--- src/rtl/cs_buf_pkg.sv ---
package cs_buf_pkg;

    localparam int CS_BYTES  = 24;
    localparam int ADDR_W    = $clog2(CS_BYTES + 2);
    localparam int CTRL_ADDR = CS_BYTES;
    localparam int STAT_ADDR = CS_BYTES + 1;
    localparam int CRC_BYTE  = CS_BYTES - 1;
    localparam logic [7:0] CRC_POLY = 8'h1D;
    localparam logic [7:0] CRC_INIT = 8'hFF;

    typedef logic [CS_BYTES-1:0][7:0] cs_block_t;

    // bit0 inh_d2e, bit1 inh_e2f, bit2 ie_d2e, bit3 ie_e2f
    typedef struct packed {
        logic ie_e2f;
        logic ie_d2e;
        logic inh_e2f;
        logic inh_d2e;
    } cs_ctrl_t;

    // bit0 d2e, bit1 e2f
    typedef struct packed {
        logic e2f;
        logic d2e;
    } cs_flags_t;

    function automatic logic [7:0] crcc_byte(input logic [7:0] crc, input logic [7:0] data);
        logic [7:0] c;
        logic       fb;
        c = crc;
        for (int b = 0; b < 8; b++) begin
            fb = c[7] ^ data[b];
            c  = {c[6:0], 1'b0} ^ (fb ? CRC_POLY : 8'h00);
        end
        return c;
    endfunction

    function automatic logic [7:0] crcc_block(input cs_block_t blk);
        logic [7:0] c;
        c = CRC_INIT;
        for (int i = 0; i < CRC_BYTE; i++) begin
            c = crcc_byte(c, blk[i]);
        end
        return c;
    endfunction

endpackage

--- src/rtl/cs_block_timer.sv ---
module cs_block_timer #(
    parameter int FRAMES = 192
) (
    input  logic clk,
    input  logic rst,
    input  logic frame,
    output logic blk
);
    localparam int CW = (FRAMES > 1) ? $clog2(FRAMES) : 1;
    localparam logic [CW-1:0] LAST = CW'(FRAMES - 1);

    logic [CW-1:0] cnt_q;
    logic          at_last;

    assign at_last = (cnt_q == LAST);
    assign blk     = frame && at_last;

    always_ff @(posedge clk) begin
        if (rst) begin
            cnt_q <= '0;
        end else if (frame) begin
            cnt_q <= at_last ? '0 : cnt_q + 1'b1;
        end
    end

    // the frame count never passes the block length
    a_r2_count_bound: assert property (@(posedge clk) disable iff (rst) cnt_q <= LAST);

    // no frame strobe leaves the count unchanged
    a_r3_idle_hold: assert property (@(posedge clk) disable iff (rst)
        !frame |=> $stable(cnt_q));

endmodule

--- src/rtl/cs_tx_image.sv ---
module cs_tx_image
    import cs_buf_pkg::*;
(
    input  cs_block_t src,
    output cs_block_t img,
    output logic      pro
);
    logic [7:0] crc;

    assign pro = src[0][0];
    assign crc = crcc_block(src);

    always_comb begin
        img = src;
        if (pro) begin
            img[CRC_BYTE] = crc;
        end
    end

endmodule

--- src/rtl/cs_triple_buf.sv ---
module cs_triple_buf
    import cs_buf_pkg::*;
#(
    parameter int FRAMES = 192
) (
    input  logic              clk,
    input  logic              rst,
    input  logic              in_frame,
    input  logic              out_frame,
    input  logic              rx_we,
    input  logic [ADDR_W-1:0] rx_addr,
    input  logic [7:0]        rx_data,
    input  logic              host_we,
    input  logic [ADDR_W-1:0] host_addr,
    input  logic [7:0]        host_wdata,
    output logic [7:0]        host_rdata,
    input  logic [ADDR_W-1:0] tx_addr,
    output logic [7:0]        tx_data,
    output logic              irq,
    output logic              in_block,
    output logic              out_block
);
    localparam logic [ADDR_W-1:0] NB    = ADDR_W'(CS_BYTES);
    localparam logic [ADDR_W-1:0] A_CTL = ADDR_W'(CTRL_ADDR);
    localparam logic [ADDR_W-1:0] A_STA = ADDR_W'(STAT_ADDR);

    cs_block_t d_q, e_q, f_q, tx_img;
    cs_ctrl_t  ctrl_q;
    cs_flags_t flags_q, flag_set, flag_clr;
    logic      d2e_go, e2f_go, host_e_wr, img_pro;

    cs_block_timer #(.FRAMES(FRAMES)) u_in_timer (
        .clk(clk), .rst(rst), .frame(in_frame), .blk(in_block));

    cs_block_timer #(.FRAMES(FRAMES)) u_out_timer (
        .clk(clk), .rst(rst), .frame(out_frame), .blk(out_block));

    cs_tx_image u_image (.src(e_q), .img(tx_img), .pro(img_pro));

    assign d2e_go    = in_block  && !ctrl_q.inh_d2e;
    assign e2f_go    = out_block && !ctrl_q.inh_e2f;
    assign host_e_wr = host_we && (host_addr < NB);

    always_ff @(posedge clk) begin
        if (rst) begin
            d_q <= '0;
        end else if (rx_we && (rx_addr < NB)) begin
            d_q[rx_addr] <= rx_data;
        end
    end

    // host byte write placed after the block copy so it wins that byte
    always_ff @(posedge clk) begin
        if (rst) begin
            e_q <= '0;
        end else begin
            if (d2e_go)    e_q <= d_q;
            if (host_e_wr) e_q[host_addr] <= host_wdata;
        end
    end

    always_ff @(posedge clk) begin
        if (rst) begin
            f_q <= '0;
        end else if (e2f_go) begin
            f_q <= tx_img;
        end
    end

    always_ff @(posedge clk) begin
        if (rst) begin
            ctrl_q <= '0;
        end else if (host_we && (host_addr == A_CTL)) begin
            ctrl_q <= cs_ctrl_t'(host_wdata[3:0]);
        end
    end

    always_comb begin
        flag_set.d2e = d2e_go;
        flag_set.e2f = e2f_go;
        flag_clr     = (host_we && (host_addr == A_STA)) ? cs_flags_t'(host_wdata[1:0]) : '0;
    end

    always_ff @(posedge clk) begin
        if (rst) begin
            flags_q <= '0;
        end else begin
            flags_q <= (flags_q & ~flag_clr) | flag_set;
        end
    end

    assign irq = (flags_q.d2e && ctrl_q.ie_d2e) || (flags_q.e2f && ctrl_q.ie_e2f);

    always_comb begin
        if (host_addr < NB)          host_rdata = e_q[host_addr];
        else if (host_addr == A_CTL) host_rdata = {4'h0, ctrl_q};
        else if (host_addr == A_STA) host_rdata = {6'h0, flags_q};
        else                         host_rdata = 8'h00;
    end

    assign tx_data = (tx_addr < NB) ? f_q[tx_addr] : 8'h00;

    // inhibited copy and no host byte write leave E untouched
    a_r5_hold_e: assert property (@(posedge clk) disable iff (rst)
        (ctrl_q.inh_d2e && !host_e_wr) |=> $stable(e_q));

    // E->F inhibit freezes F
    a_r5_hold_f: assert property (@(posedge clk) disable iff (rst)
        ctrl_q.inh_e2f |=> $stable(f_q));

    // a set flag survives cycles without a clear of that bit
    a_r6_sticky: assert property (@(posedge clk) disable iff (rst)
        (flags_q.d2e && !flag_clr.d2e) |=> flags_q.d2e);

    // the host byte lands even during a copy
    a_r8_host_wins: assert property (@(posedge clk) disable iff (rst)
        host_e_wr |=> (e_q[$past(host_addr)] == $past(host_wdata)));

    // professional block gets the computed check byte in F
    a_r9_crcc: assert property (@(posedge clk) disable iff (rst)
        (e2f_go && e_q[0][0]) |=> (f_q[CRC_BYTE] == crcc_block($past(e_q))));

    // F changes only at an E->F copy
    a_r3_f_only_on_copy: assert property (@(posedge clk) disable iff (rst)
        !e2f_go |=> $stable(f_q));

endmodule

--- config.mk ---
export PLATFORM = sky130hd
export DESIGN_NAME = cs_triple_buf
export DESIGN_NICKNAME = d
export VERILOG_FILES = /design/src/rtl/cs_buf_pkg.sv /design/src/rtl/cs_block_timer.sv /design/src/rtl/cs_tx_image.sv /design/src/rtl/cs_triple_buf.sv
export SDC_FILE = /design/constraint.sdc
export NUM_CORES = 2
export LEC_CHECK = 0
export ABC_CLOCK_PERIOD_IN_PS = 11620
export BUFFER_PORTS_ARGS = -buffer_cell sky130_fd_sc_hd__buf_2
export CAP_MARGIN = 20
export CORE_ASPECT_RATIO = 0.5
export CORE_MARGIN = 4
export CORE_UTILIZATION = 58
export CTS_CLUSTER_SIZE = 30
export DETAILED_ROUTE_END_ITERATION = 6
export GPL_ROUTABILITY_DRIVEN = 0
export HOLD_SLACK_MARGIN = 0.15
export PLACE_DENSITY = 0.77
export SYNTH_ARGS = -nofsm -noshare
export SYNTH_HDL_FRONTEND = slang
export SYNTH_SLANG_ARGS = --single-unit
--- constraint.sdc ---
create_clock -name clk -period 11.62 [get_ports clk]
set_input_delay 2.324 -clock clk [delete_from_list [all_inputs] [get_ports clk]]
set_output_delay 2.324 -clock clk [all_outputs]
set_load 0.005 [all_outputs]
==> flow_summary.json <==
{
  "fillers": 4573,
  "synth_common_cells": "sky130_fd_sc_hd__dfxtp_1, sky130_fd_sc_hd__nand2_1, sky130_fd_sc_hd__nor2_1",
  "clkLatencyLatePin_ps": 630,
  "wire_per_inst_um": 27.1,
  "ys.warnings.count": 0,
  "m1WireLength_mm": 44.9,
  "grt_first_pass_wirelength_mm": 174,
  "die-area_um2": 67900,
  "timing.hold.worst_path_depth": 2,
  "cts-htree-levels": 2,
  "clock_sink_count": 598,
  "crit_type": "flip-flop to flip-flop",
  "floorplan.initialDensity": 0.585,
  "drc": 0,
  "path_common_cell": "sky130_fd_sc_hd__xnor3_2",
  "placement_rows": 65,
  "final_cells": 4396,
  "critPathArrivalTime_ps": 12040,
  "viasPerCell": 6.38,
  "gr-total-overflow": 0,
  "synth.net_count": 3534,
  "post-place-cells": 4255,
  "grt_start_max_net_pins": 136,
  "place_area_um2": 38200,
  "finalCriticalPeriod_ps": 11480,
  "clock-skew-final_ps": 23.7,
  "layout.core_utilization": 0.651,
  "share_of_async_settable_or_async_resettable_flops_after_synthesis": 0,
  "timing_worst_slew_pin_value_ps": 1270,
  "met2_wirelength_mm": 51.6,
  "cp-end-kind": "flip-flop",
  "synth.most_common_cell": "sky130_fd_sc_hd__dfxtp_1",
  "num-nets-final": 3554,
  "area_growth_syn_to_layout_pct": 11.3,
  "synth.lib_cells_used.distinct": 50,
  "detailed_router_iteration_count_before_antenna_repair": 6,
  "cts_tree": "yes",
  "layout.cell_area.non_filler_um2": 41100,
  "yosys.area.top_type_share": 0.325,
  "clk_path_buf_depth": 3,
  "routed.top_layer": "met5",
  "r2r_cells": 31,
  "fmax_ghz": 0.0871,
  "number_of_violations_of_the_max_capacitance_limit": 0,
  "outcome": "completed",
  "timing_max_transition_violations_final": 0,
  "ys_seq_elements": 598,
  "syn_area_um2": 36900,
  "dp.final_hpwl_mm": 80.8,
  "cts_root_buffer": "sky130_fd_sc_hd__clkbuf_16",
  "initialDrtViolationCount": 4162,
  "postSynthAreaPerCell_um2": 10.6,
  "all_layer_global_routing_usage": 0.339,
  "hold_path.class": "flip-flop to flip-flop",
  "totalWireLength_mm": 119,
  "place.port_buffers": 55,
  "die_y_um": 186,
  "critPathSlowestCell": "sky130_fd_sc_hd__xor3_2",
  "chipWidth_um": 365,
  "synth_sequential_area_ratio": 0.325,
  "hold_viol": 0,
  "antenna_violations_before_repair": 6,
  "crit_path_max_incr_delay_ps": 570,
  "finalSetupViolCount": 0,
  "ios": 56,
  "crit_path_start_kind": "flip-flop",
  "design.core.area_um2": 63000,
  "worst_path_clk_slew_ps": 70,
  "timing.critical_path.required_ps": 12170,
  "yosys-top-cells-area": "sky130_fd_sc_hd__dfxtp_1, sky130_fd_sc_hd__xnor3_1, sky130_fd_sc_hd__mux2i_1",
  "critPathMaxFanout": 5,
  "grt_pass1_vias": 26600,
  "maxSlewHeadroom": 0.155,
  "route.antenna.remaining_nets": 0,
  "cts_buffers": 53,
  "postSynthCellCount": 3495,
  "drive_gt1_frac": 0.180,
  "synth.largest_area_cell": "sky130_fd_sc_hd__dfxtp_1",
  "post_cts_hold_buffer_count": 0,
  "dr_total_vias": 28000,
  "synthFlopType": "sky130_fd_sc_hd__dfxtp_1",
  "min_period_over_period": 0.988,
  "dr_wl_met3_mm": 15.6,
  "synth-edff-count": 0
}
per-layer routing:
layer | up-vias | GRT usage
met5 | - | 0
met4 | 2 | 0.167
met3 | 392 | 0.0961
met2 | 1770 | 0.502
met1 | 13700 | 0.459
li1 | 12100 | -
path summary, 6_finish.rpt:
path,slack (ps),from,endpoint
hold / removal,450,f_q[159],f_q[159]
hold reg to reg,450,f_q[159],f_q[159]
setup / recovery,140,e_q[16],f_q[186]
setup reg to reg,140,e_q[16],f_q[186]
per-stage QoR:
stage / TNS, ps / hold WS, ps / setup slack, ps
4_1_cts: 0 / 453 / 2.29
5_1_grt: -296 / 464 / -87.4
2_1_floorplan: 0 / 433 / 317
3_3_place_gp: 0 / 438 / 33.4
3_5_place_dp: -1150 / 443 / -298
6_report: 0 / 454 / 136
cells by family after synthesis:
family,after synthesis,share of synthesized area
AO/OA/AOI/OAI,457,0.0774
XOR/XNOR,752,0.302
adder cells (fa/ha/maj),2,0.000678
buffers and inverters,277,0.0295
flip-flops,598,0.325
multiplexers,489,0.168
AND/OR/NAND/NOR,920,0.0978
layout by cell type, fill, tap and decap left out, types with 27 or more instances in the layout:
cell and instances:
sky130_fd_sc_hd__xor2_1 112, sky130_fd_sc_hd__nand2_1 447, sky130_fd_sc_hd__mux4_2 104, sky130_fd_sc_hd__buf_2 52, sky130_fd_sc_hd__xnor2_2 57, sky130_fd_sc_hd__xnor2_1 245, sky130_fd_sc_hd__dfxtp_1 588, sky130_fd_sc_hd__nor2_1 398
sky130_fd_sc_hd__a21oi_1 221, sky130_fd_sc_hd__clkbuf_16 53, sky130_fd_sc_hd__xnor3_1 163, sky130_fd_sc_hd__nand3_1 27, sky130_fd_sc_hd__xnor3_2 86, sky130_fd_sc_hd__buf_4 169, sky130_fd_sc_hd__a211oi_1 192, sky130_fd_sc_hd__mux2i_1 385
worst max-delay path, delay by kind of cell, from the launching register on:
family | cells | cell delay, ps
XOR/XNOR | 26 | 9970
AO/OA/AOI/OAI | 2 | 510
buffers and inverters | 3 | 500
flip-flops | 1 | 420
registers in the layout (all words and copies together), names as in the netlist:
register and flops:
f_q 192, flags_q 2, d_q 192, e_q 192
u_out_timer.cnt_q 8, ctrl_q 4, u_in_timer.cnt_q 8
layout make-up:
cell class	count	area, um2	area share
Clock inverter	22	309	0.00753
Sequential cell	598	12000	0.292
Clock buffer	72	1480	0.0360
Inverter	16	60.1	0.00146
Tap cell	837	1050	0.0255
Timing Repair Buffer	226	1610	0.0392
Antenna cell	5	12.5	0.000305
Multi-Input combinational cell	2620	24600	0.598
repair_timing:
| item | 4_1_cts | 5_1_grt |
|---|---|---|
| setup buffers | 3 | 39 |
| setup endpoints to repair | 7 | 8 |
| pin swaps | 6 | 56 |
| gates resized for setup | 34 | 119 |
Power is not shown: default switching activity piles up to over one toggle a cycle in this logic, so the estimate is an artifact.
